$ cat config.mk
export PLATFORM = sky130hd
export DESIGN_NAME = clkcfg_governor
export DESIGN_NICKNAME = d
export VERILOG_FILES = /design/src/rtl/clkcfg_pkg.sv /design/src/rtl/clkcfg_reg.sv /design/src/rtl/clkcfg_decode.sv /design/src/rtl/clkcfg_gov.sv /design/src/rtl/clkcfg_governor.sv
export SDC_FILE = /design/constraint.sdc
export NUM_CORES = 1
export LEC_CHECK = 0
export ABC_AREA = 1
export CORE_MARGIN = 2
export CORE_UTILIZATION = 35
export DETAILED_ROUTE_END_ITERATION = 10
export GPL_ROUTABILITY_DRIVEN = 0
export MAX_ROUTING_LAYER = met4
export SYNTH_ARGS = -nofsm -noshare
export SYNTH_HDL_FRONTEND = slang
export SYNTH_HIERARCHICAL = 1
export SYNTH_SLANG_ARGS = --single-unit
$ cat constraint.sdc
create_clock -name clk -period 7.2 [get_ports clk]
set_input_delay 1.44 -clock clk [delete_from_list [all_inputs] [get_ports clk]]
set_output_delay 1.44 -clock clk [all_outputs]
set_load 0.03 [all_outputs]
$ cat src/rtl/clkcfg_pkg.sv
package clkcfg_pkg;
  localparam int CFG_W     = 16;
  localparam int MCODE_W   = 3;
  localparam int ACODE_W   = 2;
  localparam int FCODE_W   = 11;
  localparam int HALF_W    = 4;
  localparam int XK_W      = 14;
  localparam int XH_W      = 24;
  localparam int CORE_W    = XK_W + HALF_W - 1;
  localparam int FS_W      = XH_W - 8;
  localparam int XK_DEFAULT = 12288;
  localparam int XK_OFFSET  = 8000;
  localparam int XK_SHIFT   = 2;
  localparam int HZ_PER_KHZ = 1000;

  typedef struct packed {
    logic [MCODE_W-1:0] mcode;
    logic [ACODE_W-1:0] acode;
    logic [FCODE_W-1:0] fcode;
  } clk_setup_t;

  function automatic logic [HALF_W-1:0] mcode_to_half(input logic [MCODE_W-1:0] code);
    if (code == '0) return HALF_W'(2);
    else            return HALF_W'(code) + HALF_W'(3);
  endfunction

  function automatic logic [HALF_W-1:0] acode_to_half(input logic [ACODE_W-1:0] code);
    logic [HALF_W-1:0] r;
    case (code)
      2'd0:    r = HALF_W'(0);
      2'd1:    r = HALF_W'(2);
      2'd2:    r = HALF_W'(3);
      default: r = HALF_W'(4);
    endcase
    return r;
  endfunction

  localparam logic [HALF_W-1:0] RESET_HALF = HALF_W'(2);
endpackage

$ cat src/rtl/clkcfg_reg.sv
module clkcfg_reg
  import clkcfg_pkg::*;
(
  input  logic             clk,
  input  logic             rst_n,
  input  logic             wr_en,
  input  logic [CFG_W-1:0] wr_data,
  output clk_setup_t       setup_q
);
  clk_setup_t setup_d;

  always_comb begin
    setup_d = setup_q;
    if (wr_en) setup_d = clk_setup_t'(wr_data);
  end

  always_ff @(posedge clk or negedge rst_n) begin
    if (!rst_n) setup_q <= '0;
    else        setup_q <= setup_d;
  end
endmodule

$ cat src/rtl/clkcfg_decode.sv
module clkcfg_decode
  import clkcfg_pkg::*;
(
  input  clk_setup_t        setup,
  input  logic [HALF_W-1:0] act_half,
  output logic [HALF_W-1:0] base_half,
  output logic [HALF_W-1:0] ceil_half,
  output logic [XK_W-1:0]   xtal_khz,
  output logic [CORE_W-1:0] core_khz,
  output logic [FS_W-1:0]   max_fs_hz
);
  localparam int PROD_W = XK_W + HALF_W;

  logic [XH_W-1:0]   xtal_hz;
  logic [PROD_W-1:0] prod;

  always_comb begin
    base_half = mcode_to_half(setup.mcode);
    ceil_half = base_half + acode_to_half(setup.acode);
  end

  always_comb begin
    if (setup.fcode == '0)
      xtal_khz = XK_W'(XK_DEFAULT);
    else
      xtal_khz = XK_W'(XK_OFFSET) + (XK_W'(setup.fcode) << XK_SHIFT);
  end

  always_comb begin
    xtal_hz   = XH_W'(xtal_khz) * XH_W'(HZ_PER_KHZ);
    max_fs_hz = xtal_hz[XH_W-1:8];
  end

  always_comb begin
    prod     = PROD_W'(xtal_khz) * PROD_W'(act_half);
    core_khz = prod[PROD_W-1:1];
  end
endmodule

$ cat src/rtl/clkcfg_gov.sv
module clkcfg_gov
  import clkcfg_pkg::*;
#(
  parameter int SETTLE_W = 8
) (
  input  logic                clk,
  input  logic                rst_n,
  input  logic                restart,
  input  logic [HALF_W-1:0]   restart_half,
  input  logic                need_up,
  input  logic                need_down,
  input  logic [SETTLE_W-1:0] settle_cycles,
  input  logic [HALF_W-1:0]   base_half,
  input  logic [HALF_W-1:0]   ceil_half,
  output logic [HALF_W-1:0]   act_half
);
  localparam logic [SETTLE_W-1:0] TMR_MAX = '1;

  logic [SETTLE_W-1:0] tmr_q, tmr_d;
  logic [HALF_W-1:0]   act_d;
  logic                ready, go_up, go_down, step;

  always_comb begin
    ready   = (tmr_q >= settle_cycles);
    go_up   = need_up && !need_down && (act_half < ceil_half);
    go_down = need_down && !need_up && (act_half > base_half);
    step    = ready && (go_up || go_down);
  end

  always_comb begin
    act_d = act_half;
    tmr_d = tmr_q;
    if (restart) begin
      act_d = restart_half;
      tmr_d = '0;
    end else if (step) begin
      act_d = go_up ? act_half + HALF_W'(1) : act_half - HALF_W'(1);
      tmr_d = '0;
    end else if (tmr_q != TMR_MAX) begin
      tmr_d = tmr_q + SETTLE_W'(1);
    end
  end

  always_ff @(posedge clk or negedge rst_n) begin
    if (!rst_n) begin
      act_half <= RESET_HALF;
      tmr_q    <= '0;
    end else begin
      act_half <= act_d;
      tmr_q    <= tmr_d;
    end
  end
endmodule

$ cat src/rtl/clkcfg_governor.sv
module clkcfg_governor
  import clkcfg_pkg::*;
#(
  parameter int SETTLE_W = 8
) (
  input  logic                clk,
  input  logic                rst_n,
  input  logic                wr_en,
  input  logic [15:0]         wr_data,
  input  logic                auto_en,
  input  logic                need_up,
  input  logic                need_down,
  input  logic [SETTLE_W-1:0] settle_cycles,
  output logic [15:0]         cfg_q,
  output logic [3:0]          base_half,
  output logic [3:0]          ceil_half,
  output logic [3:0]          act_half,
  output logic [13:0]         xtal_khz,
  output logic [16:0]         core_khz,
  output logic [15:0]         max_fs_hz
);
  logic [1:0]        rst_pipe;
  logic              rst_core_n;
  clk_setup_t        setup_q;
  clk_setup_t        wr_setup;
  logic              restart;
  logic [HALF_W-1:0] restart_half;

  always_ff @(posedge clk or negedge rst_n) begin
    if (!rst_n) rst_pipe <= '0;
    else        rst_pipe <= {rst_pipe[0], 1'b1};
  end
  assign rst_core_n = rst_pipe[1];

  clkcfg_reg u_reg (
    .clk     (clk),
    .rst_n   (rst_core_n),
    .wr_en   (wr_en),
    .wr_data (wr_data),
    .setup_q (setup_q)
  );

  always_comb begin
    wr_setup     = clk_setup_t'(wr_data);
    restart      = wr_en || !auto_en;
    restart_half = wr_en ? mcode_to_half(wr_setup.mcode) : base_half;
  end

  clkcfg_gov #(.SETTLE_W(SETTLE_W)) u_gov (
    .clk           (clk),
    .rst_n         (rst_core_n),
    .restart       (restart),
    .restart_half  (restart_half),
    .need_up       (need_up),
    .need_down     (need_down),
    .settle_cycles (settle_cycles),
    .base_half     (base_half),
    .ceil_half     (ceil_half),
    .act_half      (act_half)
  );

  clkcfg_decode u_dec (
    .setup     (setup_q),
    .act_half  (act_half),
    .base_half (base_half),
    .ceil_half (ceil_half),
    .xtal_khz  (xtal_khz),
    .core_khz  (core_khz),
    .max_fs_hz (max_fs_hz)
  );

  assign cfg_q = setup_q;
endmodule

==> After elaboration in Yosys (flattened, before gate mapping) <==
Index checks and enable logic that the tools add are counted.
{ "word_totals": {"register_bits": 30, "mem_bits_ro": 0, "word_cells": 48, "latchBits": 0, "out_inout_bits": 75, "in_bits": 30, "ram_bits": 0, "n_memories": 0} }
{ "op_classes": {"add_sub_neg": 7, "mul": 2, "mux": 11, "n_div": 0, "n_bitwise": 0, "shifts": 0, "n_reduce_logical": 16, "eq_ne": 3, "magnitude_cmp": 3} }
{ "ops": {"columns": ["cell", "count"], "rows": [
  ["2-to-1 mux 4 bit", 6],
  ["2-to-1 mux 8 bit", 3],
  ["multiplier 14 x 7 -> 21 bit (second input constant)", 1],
  ["multiplier 14 x 4 -> 18 bit", 1],
  ["adder 13 x 13 -> 14 bit (first input constant)", 1],
  ["2-to-1 mux 14 bit", 1],
  ["logical NOT 11 bit", 1],
  ["one-hot mux 3 bit (3 select lines)", 1],
  ["adder 3 x 2 -> 4 bit (second input constant)", 2],
  ["adder 8 x 1 -> 8 bit (second input constant)", 1],
  [">= comparator 8 bit", 1],
  ["!= test 8 bit (second input constant)", 1],
  ["logical NOT 3 bit", 2],
  ["logical AND 1 bit", 5],
  ["adder 4 x 1 -> 4 bit (second input constant)", 1],
  ["adder 4 x 3 -> 4 bit", 1],
  ["greater-than comparator 4 bit", 1],
  ["less-than comparator 4 bit", 1],
  ["subtractor 4 x 1 -> 4 bit (second input constant)", 1],
  ["logical NOT 1 bit", 3],
  ["nonzero test 3 bit", 1],
  ["equality test 2 x 1 -> 1 bit (second input constant)", 1],
  ["equality test 2 bit (second input constant)", 1],
  ["logical NOT 2 bit", 1],
  ["2 further kinds", 3]
]} }

==> Logic depth before layout (Yosys ltp) <==
Gate-level depths: netlist of run 1.
{ "logic_depth": {"word_depth": 9, "depth_mapped": 24, "mapped_depth_nobuf": 24} }

==> Modules after synthesis <==
The synthesis of run 1 kept the hierarchy.
{ "by_module_without_submodules": {"columns": ["module", "area_per_inst_um2", "seq_area_each_um2", "instances", "cells_per_inst"], "rows": [
  ["clkcfg_decode", 4241.6, 0.0, 1, 629],
  ["clkcfg_gov", 1162.4, 301.5, 1, 160],
  ["clkcfg_reg", 644.4, 400.4, 1, 68],
  ["clkcfg_governor", 168.9, 50.0, 1, 27]
]} }

==> Worst setup path before layout of run 1 <==
OpenSTA, ideal clock, no wires.
{ "synth_timing": {"path_type": "reg2out", "startpoint": "register, netlist name u_reg/setup_q[2]", "endpoint": "output port max_fs_hz[8]", "stages_incl_launch_ff": 19, "n_path_buf": 0, "arrival_ns": 5.167, "required_ns": 5.760, "slack_ns": 0.593, "path_cell_list": "dfrtp_1 -> inv_1 -> ha_1 -> nand2_1 -> inv_1 -> nand3_1 -> nor3_2 -> nor2_1 -> inv_1 -> fa_1 -> inv_1 -> fa_1 -> fa_1 -> fa_1 -> ha_1 -> nor2_1 -> a21oi_1 -> a21oi_1 -> xnor2_1"} }
{ "synth_between": {"elab_chain_cells": 3, "word_cells_on_any_way": 4, "classes_between": "1 x add/sub; 1 x mul; 1 x mux; 1 x reduce/logical"} }
{ "synth_lines": {"columns": ["element", "line_no", "rtl"], "rows": [
  ["adder 13 x 13 -> 14 bit or logical NOT 11 bit (tied branches)", "clkcfg_decode.sv:26, clkcfg_decode.sv:23", null],
  ["2-to-1 mux 14 bit (*)", "clkcfg_decode.sv:23", "if (setup.fcode == '0)"],
  ["via xtal_khz[4]", "clkcfg_governor.sv:18", "output logic [13:0] xtal_khz,"],
  ["multiplier 14 x 7 -> 21 bit (*)", "clkcfg_decode.sv:30", "xtal_hz = XH_W'(xtal_khz) * XH_W'(HZ_PER_KHZ);"],
  ["end, declared", "clkcfg_governor.sv:20", "output logic [15:0] max_fs_hz"]
]} }
The timed path passes the listed nets; every way through them passes the cells marked *.

==> Worst setup path in the final report of run 1 <==
{ "layout_timing": {"startpoint": "register, netlist name u_reg/setup_q[2]", "endpoint": "output port max_fs_hz[5]"} }
{ "layout_between": {"elab_chain_cells": 3, "word_cells_on_any_way": 4, "classes_between": "1 x add/sub; 1 x mul; 1 x mux; 1 x reduce/logical"} }
{ "layout_lines": {"columns": ["element", "line_no"], "rows": [
  ["adder 13 x 13 -> 14 bit or logical NOT 11 bit (tied branches)", "clkcfg_decode.sv:26, clkcfg_decode.sv:23"],
  ["2-to-1 mux 14 bit (*)", "clkcfg_decode.sv:23"],
  ["multiplier 14 x 7 -> 21 bit (*)", "clkcfg_decode.sv:30"]
]} }
Every way passes the cells marked *; elsewhere a longest branch is shown, timed or not.

==> impl_metrics.py, run 1 <==
metrics = {
    "status": {
        "status": "finished, final reports clean",
    },
    "grt": {
        "grtUsageMet2": 0.2756,
        "global_route_met3_utilization": 0.02502,
        "pin_count_of_the_biggest_net_entering_global_routing": 20,
        "grt_overflow": 0,
        "grt.total_usage": 0.1626,
        "wire_length_of_the_first_global_routing_pass_mm": 24.10,
        "gr-usage-met1": 0.2087,
        "grt_pass1_vias": 5103,
        "grt_antenna_before_repair": 0,
        "globalRoute.busiestLayer": "met2",
    },
    "floorplan": {
        "x_dimension_of_the_die_um": 137.3,
        "floorplan.rows": 48,
        "floorplan.die.height_um": 137.3,
        "design.die.area_um2": 18850,
        "placeable_core_region_um2": 17360,
        "floorplan.initialDensity": 0.3582,
        "num_io_pins": 105,
    },
    "place": {
        "post-dp-hpwl_mm": 12.45,
        "port_buffers": 101,
    },
    "clock_network": {
        "max-clock-path-buffers": 2,
        "cts.sinks": 30,
        "cts.repair.resized": 0,
        "ctsRootBufferMaster": "clkbuf_16",
        "clk_latency_ns": 0.27,
        "hold_buffers": 0,
        "tritoncts": "built",
        "post-cts-setup-buffers": 0,
        "numCtsBuffers": 5,
        "cts.reportedPaths.clkPinSlew_ns": 0.05,
        "cts_max_level": 2,
    },
    "critical_path": {
        "cp.required_ns": 5.76,
        "worst_setup_path_end_kind": "output port",
        "crit_type": "reg2out",
        "crit_arrival_ns": 5.38,
        "critical_path_peak_fanout": 9,
        "start_kind": "flop",
    },
    "layout": {
        "area.growth.synth_to_final_pct": 23.16,
        "drive_gt1_frac": 0.05769,
        "final_nets": 1173,
        "antenna_cells": 0,
    },
    "sta": {
        "grt_setup_unrepaired": "false",
        "fmax_ghz": 0.1467,
        "timing_hold_violations_final": 0,
        "setup_viol": 0,
        "tightest_slew_ns": 0.7886,
        "final_period_minus_worst_setup_slack_ns": 6.816,
        "totalNegativeSetupSlack_ns": 0,
        "period_utilization_post_route": 0.9466,
        "max_slew_vio_count": 0,
        "max-slew-margin-rel": 0.4727,
        "skew_ns": 0.005724,
    },
    "synth": {
        "synth.cell_area_um2": 6217,
        "postSynthRegisterBits": 30,
        "ys_warn_count": 6,
        "netlist_instances": 884,
        "syn_avg_cell_area_um2": 7.033,
        "seq_area_frac_synth": 0.1209,
        "synthDistinctLibCells": 37,
    },
    "drt": {
        "remaining_drc_errors": 0,
        "postRouteAntennaNets": 0,
        "post_detailed_routing_wire_length_mm": 14.41,
        "vias_per_cell": 4.450,
        "firstDrtPassIters": 4,
        "drtIter0Drc": 177,
        "routedWlPerCell_um": 11.88,
        "via_count": 5398,
    },
    "hold_path": {
        "hp-class": "reg2async",
    },
    "flow_run": {
        "max_capacitance_violation_total": 0,
    },
}
-- synth_stat cells --
cell type / instances / share of area
fa_1: 59 / 0.19
nand3_1: 37 / 0.030
nor3_1: 5 / 0.0040
nand2_1: 275 / 0.17
nand2_2: 11 / 0.011
dfstp_2: 1 / 0.0042
o21ai_0: 12 / 0.0097
buf_6: 3 / 0.0054
clkbuf_1: 3 / 0.0018
xor2_1: 17 / 0.024
ha_1: 96 / 0.19
nand3_2: 4 / 0.0064
nand2_4: 2 / 0.0036
nand3b_1: 3 / 0.0036
inv_6: 1 / 0.0014
o21a_1: 1 / 0.0012
nor2_4: 1 / 0.0018
clkinv_1: 2 / 0.0012
and3_1: 1 / 0.0010
a211oi_1: 1 / 0.0012
a21oi_2: 2 / 0.0028
a21oi_1: 22 / 0.018
dfrtp_1: 29 / 0.12
inv_2: 10 / 0.0060
nor3_2: 1 / 0.0016
nor2_2: 9 / 0.0091
buf_4: 3 / 0.0036
nand4_4: 1 / 0.0034
nand4_1: 11 / 0.011
and2_1: 1 / 0.0010
conb_1: 2 / 0.0012
nor2_1: 57 / 0.034
xnor2_1: 5 / 0.0070
o21bai_1: 3 / 0.0036
inv_1: 190 / 0.11
or2_2: 2 / 0.0020
buf_12: 1 / 0.0032
-- final timing paths --
path                                        start           endpoint  slack [ns]  cells past startpoint
worst max-delay path             u_reg/setup_q[2]       max_fs_hz[5]        0.38                     21
worst min-delay path                  rst_pipe[1]     u_gov/tmr_q[2]        0.23                      0
worst max register to register  u_reg/setup_q[13]  u_gov/act_half[3]        3.57                     23
worst min register to register        rst_pipe[1]     u_gov/tmr_q[2]        0.23                      0
max in group asynchronous                   rst_n        rst_pipe[0]        5.76                      1
min in group clk                      rst_pipe[0]        rst_pipe[1]        0.35                      0
-- cell type report --
class	instances	area [µm²]
fillers	1798	9699
well taps	225	281.5
repair buffers	105	1066
clock inverters	1	30.03
clock buffers	6	138.9
multi-input cells	643	4622
inverters	203	767.0
flip-flops and latches	30	752.0
-- flip-flops by register name (all words and copies together), names as in the netlist --
signal / count
u_gov/tmr_q: 8
rst_pipe: 2
u_reg/setup_q: 16
u_gov/act_half: 4
-- stage by stage --
step	utilization	setup WS, ns	instance area (µm²)	instances	hold WS [ns]
floorplan	-	0.5933	6225	886	0.3312
global placement	0.4298	0.5026	7460	1206	0.2536
detailed placement	0.4298	0.4575	7460	1206	0.2551
CTS	0.4395	0.1623	7629	1213	0.2617
global route	0.4412	0.01335	7657	1213	0.3152
finish	0.4412	0.3842	7657	1213	0.2350
-- cells in the final DEF (no fill, tap or decap), types with 3 or more instances in the layout --
| cell type | n |
|---|---|
| conb_1 | 4 |
| o21bai_1 | 3 |
| dfrtp_1 | 29 |
| nand2_1 | 275 |
| fa_1 | 59 |
| nor2_1 | 57 |
| a21oi_1 | 21 |
| nor3_1 | 5 |
| o21ai_0 | 12 |
| buf_4 | 4 |
| clkdlybuf4s50_1 | 91 |
| dlymetal6s2s_1 | 10 |
| ha_1 | 96 |
| nand3_1 | 37 |
| nand2_2 | 11 |
| xor2_1 | 17 |
| nor2_2 | 9 |
| nand3b_1 | 3 |
| nand3_2 | 4 |
| a21oi_2 | 3 |
| xnor2_1 | 5 |
| inv_2 | 10 |
| nand4_1 | 11 |
| inv_1 | 190 |
| clkbuf_16 | 5 |
-- critical path, cell delays in order, from the launching register on --
cell and delay, ns:
dfrtp_1 0.45, inv_1 0.11, ha_1 0.22, nand2_1 0.08
inv_1 0.08, nand3_1 0.08, nor3_2 0.23, nor2_1 0.07
buf_4 0.18, fa_1 0.54, inv_1 0.05, fa_1 0.47
fa_1 0.51, inv_1 0.05, fa_1 0.45, ha_1 0.36
nand2_1 0.09, inv_1 0.06, nand2_1 0.04, nand2_1 0.13
xor2_1 0.18, clkdlybuf4s50_1 0.69
-- metal layers --
| metal | routed length [µm] | share of wire |
|---|---|---|
| met1 | 6712 | 0.47 |
| met2 | 6721 | 0.47 |
| met3 | 751 | 0.052 |
| met4 | 226 | 0.016 |
| met5 | 0 | 0 |
-- kinds of logic (layout without fill, tap and decap cells) --
logic type               after synthesis  count (layout)  synth area share
AND/OR/NAND/NOR                      421             421            0.2900
adder cells (fa/ha/maj)              155             155            0.3832
other                                  2               4          0.001208
buffers and inverters                213             315            0.1375
AO/OA/AOI/OAI                         41              41           0.03623
flip-flops                            30              30            0.1210
XOR/XNOR                              22              22           0.03099
Power of run 1 is left out: the tool's default activity adds up to more than one toggle a clock period on the data nets, which glitch-free logic cannot reach.
==> run 2: changes to the inputs <==
--- a/config.mk
+++ b/config.mk
@@ -10,7 +10,9 @@
 export CORE_UTILIZATION = 35
 export DETAILED_ROUTE_END_ITERATION = 10
 export GPL_ROUTABILITY_DRIVEN = 0
+export GPL_TIMING_DRIVEN = 0
 export MAX_ROUTING_LAYER = met4
+export SLEW_MARGIN = 5
 export SYNTH_ARGS = -nofsm -noshare
 export SYNTH_HDL_FRONTEND = slang
 export SYNTH_HIERARCHICAL = 1
==> run 2 against run 1 <==
  * Die area did not move
  * Register-to-register slack better by 0.04 ns
  * Flip-flop and latch count is the same
  * Utilization grew 0.32 points
  * Cell count up 0.58%
  * Via count is 2.3% higher
  * Final area grew 0.72%
  * First-iteration DRC count is 7.9% higher
  * Count of clock-buffer cells in the layout is the same
  * Maximum frequency hardly changed
  * Sequential share of layout area fell by 0.070 points
  * Setup slack gained 0.0056 ns
==> impl_metrics.py, run 2 (synthesized netlist as in run 1, its figures left out) <==
metrics = {
    "layout": {
        "antenna_cells": 0,
        "layout.cells.non_filler": 1220,
        "layout.cells.most_common": "nand2_1",
        "finalInstanceArea_um2": 7712,
        "filler_cell_count": 1809,
        "largest_register_ff_count": 16,
        "area.growth.synth_to_final_pct": 24.05,
        "drive_gt1_frac": 0.06332,
        "area.sequential_um2": 752.0,
        "reg.largest.list": "u_reg/setup_q x16, u_gov/tmr_q x8, u_gov/act_half x4",
        "regMostFlops": "u_reg/setup_q",
        "area_taken_by_multi_input_logic_gates_um2": 4637,
        "final_nets": 1179,
        "final_cell_mix": "nand2_1 (275), inv_1 (190), ha_1 (96), clkdlybuf4s50_1 (91), fa_1 (59)",
    },
    "sta": {
        "skew_ns": 0.005460,
        "fmax_ghz": 0.1468,
        "fin_hold_ws_ns": 0.3531,
        "period_utilization_post_route": 0.9459,
        "totalNegativeSetupSlack_ns": 0,
        "setup_viol": 0,
        "max_slew_vio_count": 0,
        "tightest_slew_ns": 1.137,
        "final_period_minus_worst_setup_slack_ns": 6.810,
        "max-slew-margin-rel": 0.2417,
        "grt_setup_unrepaired": "false",
        "timing_hold_violations_final": 0,
    },
    "clock_network": {
        "max-clock-path-buffers": 2,
        "clk_latency_ns": 0.27,
        "cts_max_level": 2,
        "tritoncts": "built",
        "hold_buffers": 0,
        "cts.reportedPaths.clkPinSlew_ns": 0.05,
        "numCtsBuffers": 5,
        "cts.sinks": 30,
        "post-cts-setup-buffers": 0,
        "ctsRootBufferMaster": "clkbuf_16",
    },
    "critical_path": {
        "cp.required_ns": 5.76,
        "setup.worst_path.start": "u_reg/setup_q[2]",
        "ff2ff_path_depth": 23,
        "start_kind": "flop",
        "worst_setup_path_end_kind": "output port",
        "crit_type": "reg2out",
        "rr_startpoint": "u_reg/setup_q[14]",
        "r2r_end": "u_gov/act_half[3]",
        "crit_arrival_ns": 5.37,
        "crit_end": "max_fs_hz[5]",
        "critical_path_peak_fanout": 9,
        "setup.reg_to_reg.worst_slack_ns": 3.61,
    },
    "floorplan": {
        "floorplan.rows": 48,
        "floorplan.die.height_um": 137.3,
        "design.die.area_um2": 18850,
        "num_io_pins": 105,
        "floorplan.initialDensity": 0.3582,
        "x_dimension_of_the_die_um": 137.3,
        "placeable_core_region_um2": 17360,
    },
    "grt": {
        "grt_antenna_before_repair": 0,
        "wire_length_of_the_first_global_routing_pass_mm": 24.21,
        "pin_count_of_the_biggest_net_entering_global_routing": 29,
        "grt.total_usage": 0.1610,
        "grt_pass1_vias": 5196,
        "grt_overflow": 0,
    },
    "place": {
        "post_dp_cell_area_um2": 7517,
        "post-dp-hpwl_mm": 12.37,
        "post-place-cells": 1212,
        "port_buffers": 101,
    },
    "drt": {
        "firstDrtPassIters": 5,
        "via_count": 5521,
        "remaining_drc_errors": 0,
        "vias_per_cell": 4.525,
        "postRouteAntennaNets": 0,
        "routedWlPerCell_um": 11.65,
        "drtIter0Drc": 191,
        "post_detailed_routing_wire_length_mm": 14.21,
    },
    "flow_run": {
        "max_capacitance_violation_total": 0,
    },
    "hold_path": {
        "hp-class": "reg2reg",
    },
    "status": {
        "status": "finished, final reports clean",
    },
}
==> run 2: cell count changes in the layout (fill, tap and decap cells not counted), sizes merged <==
cell      delta
clkinv       +1
clkbuf       +3
clkinvlp     +1
buf          +3
bufinv       -1
==> run 2: cell type report <==
| class | instances | share of cell area |
|---|---|---|
| multi-input combinational | 643 | 0.6012 |
| timing repair buffer | 101 | 0.1343 |
| clock inverter | 2 | 0.001622 |
| clock buffer | 6 | 0.01801 |
| inverter | 203 | 0.09945 |
| tap | 225 | 0.03650 |
| sequential | 30 | 0.09750 |
| buffer | 10 | 0.01136 |
==> run 2: how the worst min path moves through the flow <==
stage,end,cells past startpoint,start,slack (ns)
final,rst_pipe[1],0,rst_pipe[0],0.35
after global routing,rst_pipe[1],0,rst_pipe[0],0.36
after CTS,rst_pipe[1],0,rst_pipe[0],0.36
after detailed placement,rst_pipe[1],0,rst_pipe[0],0.35
after global placement,rst_pipe[1],0,rst_pipe[0],0.34
after floorplan,rst_pipe[1],0,rst_pipe[0],0.33
==> run 2: through the flow <==
stage | setup WS (ns) | utilization
floorplan | 0.5933 | -
global placement | 0.1738 | 0.4331
detailed placement | 0.1753 | 0.4331
CTS | 0.04682 | 0.4421
global route | 0.02698 | 0.4443
finish | 0.3899 | 0.4443
==> run 2: per-layer routing <==
layer,share of wire,routed length (µm),vias to the layer above,track usage
met5,0,0,-,-
met4,0.0075,107,0,0.01947
met3,0.055,779,6,0.02428
met2,0.48,6833,119,0.2769
met1,0.46,6487,2518,0.2066
li1,-,-,2878,-
==> run 2: critical path: stages, from the launching register on <==
cell and delay (ns):
dfrtp_1 0.45, inv_1 0.15, ha_1 0.23, nand2_1 0.06, inv_1 0.07, nand3_1 0.11, nor3_4 0.26, nor2_2 0.18
fa_1 0.56, inv_1 0.05, fa_1 0.47, fa_1 0.51, inv_1 0.05, fa_1 0.45, ha_1 0.36, nand2_1 0.07
nand2_1 0.08, inv_1 0.04, nand2_1 0.11, xor2_1 0.16, clkdlybuf4s50_1 0.69
==> run 2: timing repair <==
item                       4_1_cts  5_1_grt
pin swaps                        0        0
resized for setup                2       13
hold endpoints to repair         0        0
setup endpoints to repair        9       11
Power of run 2 is left out for the same reason.
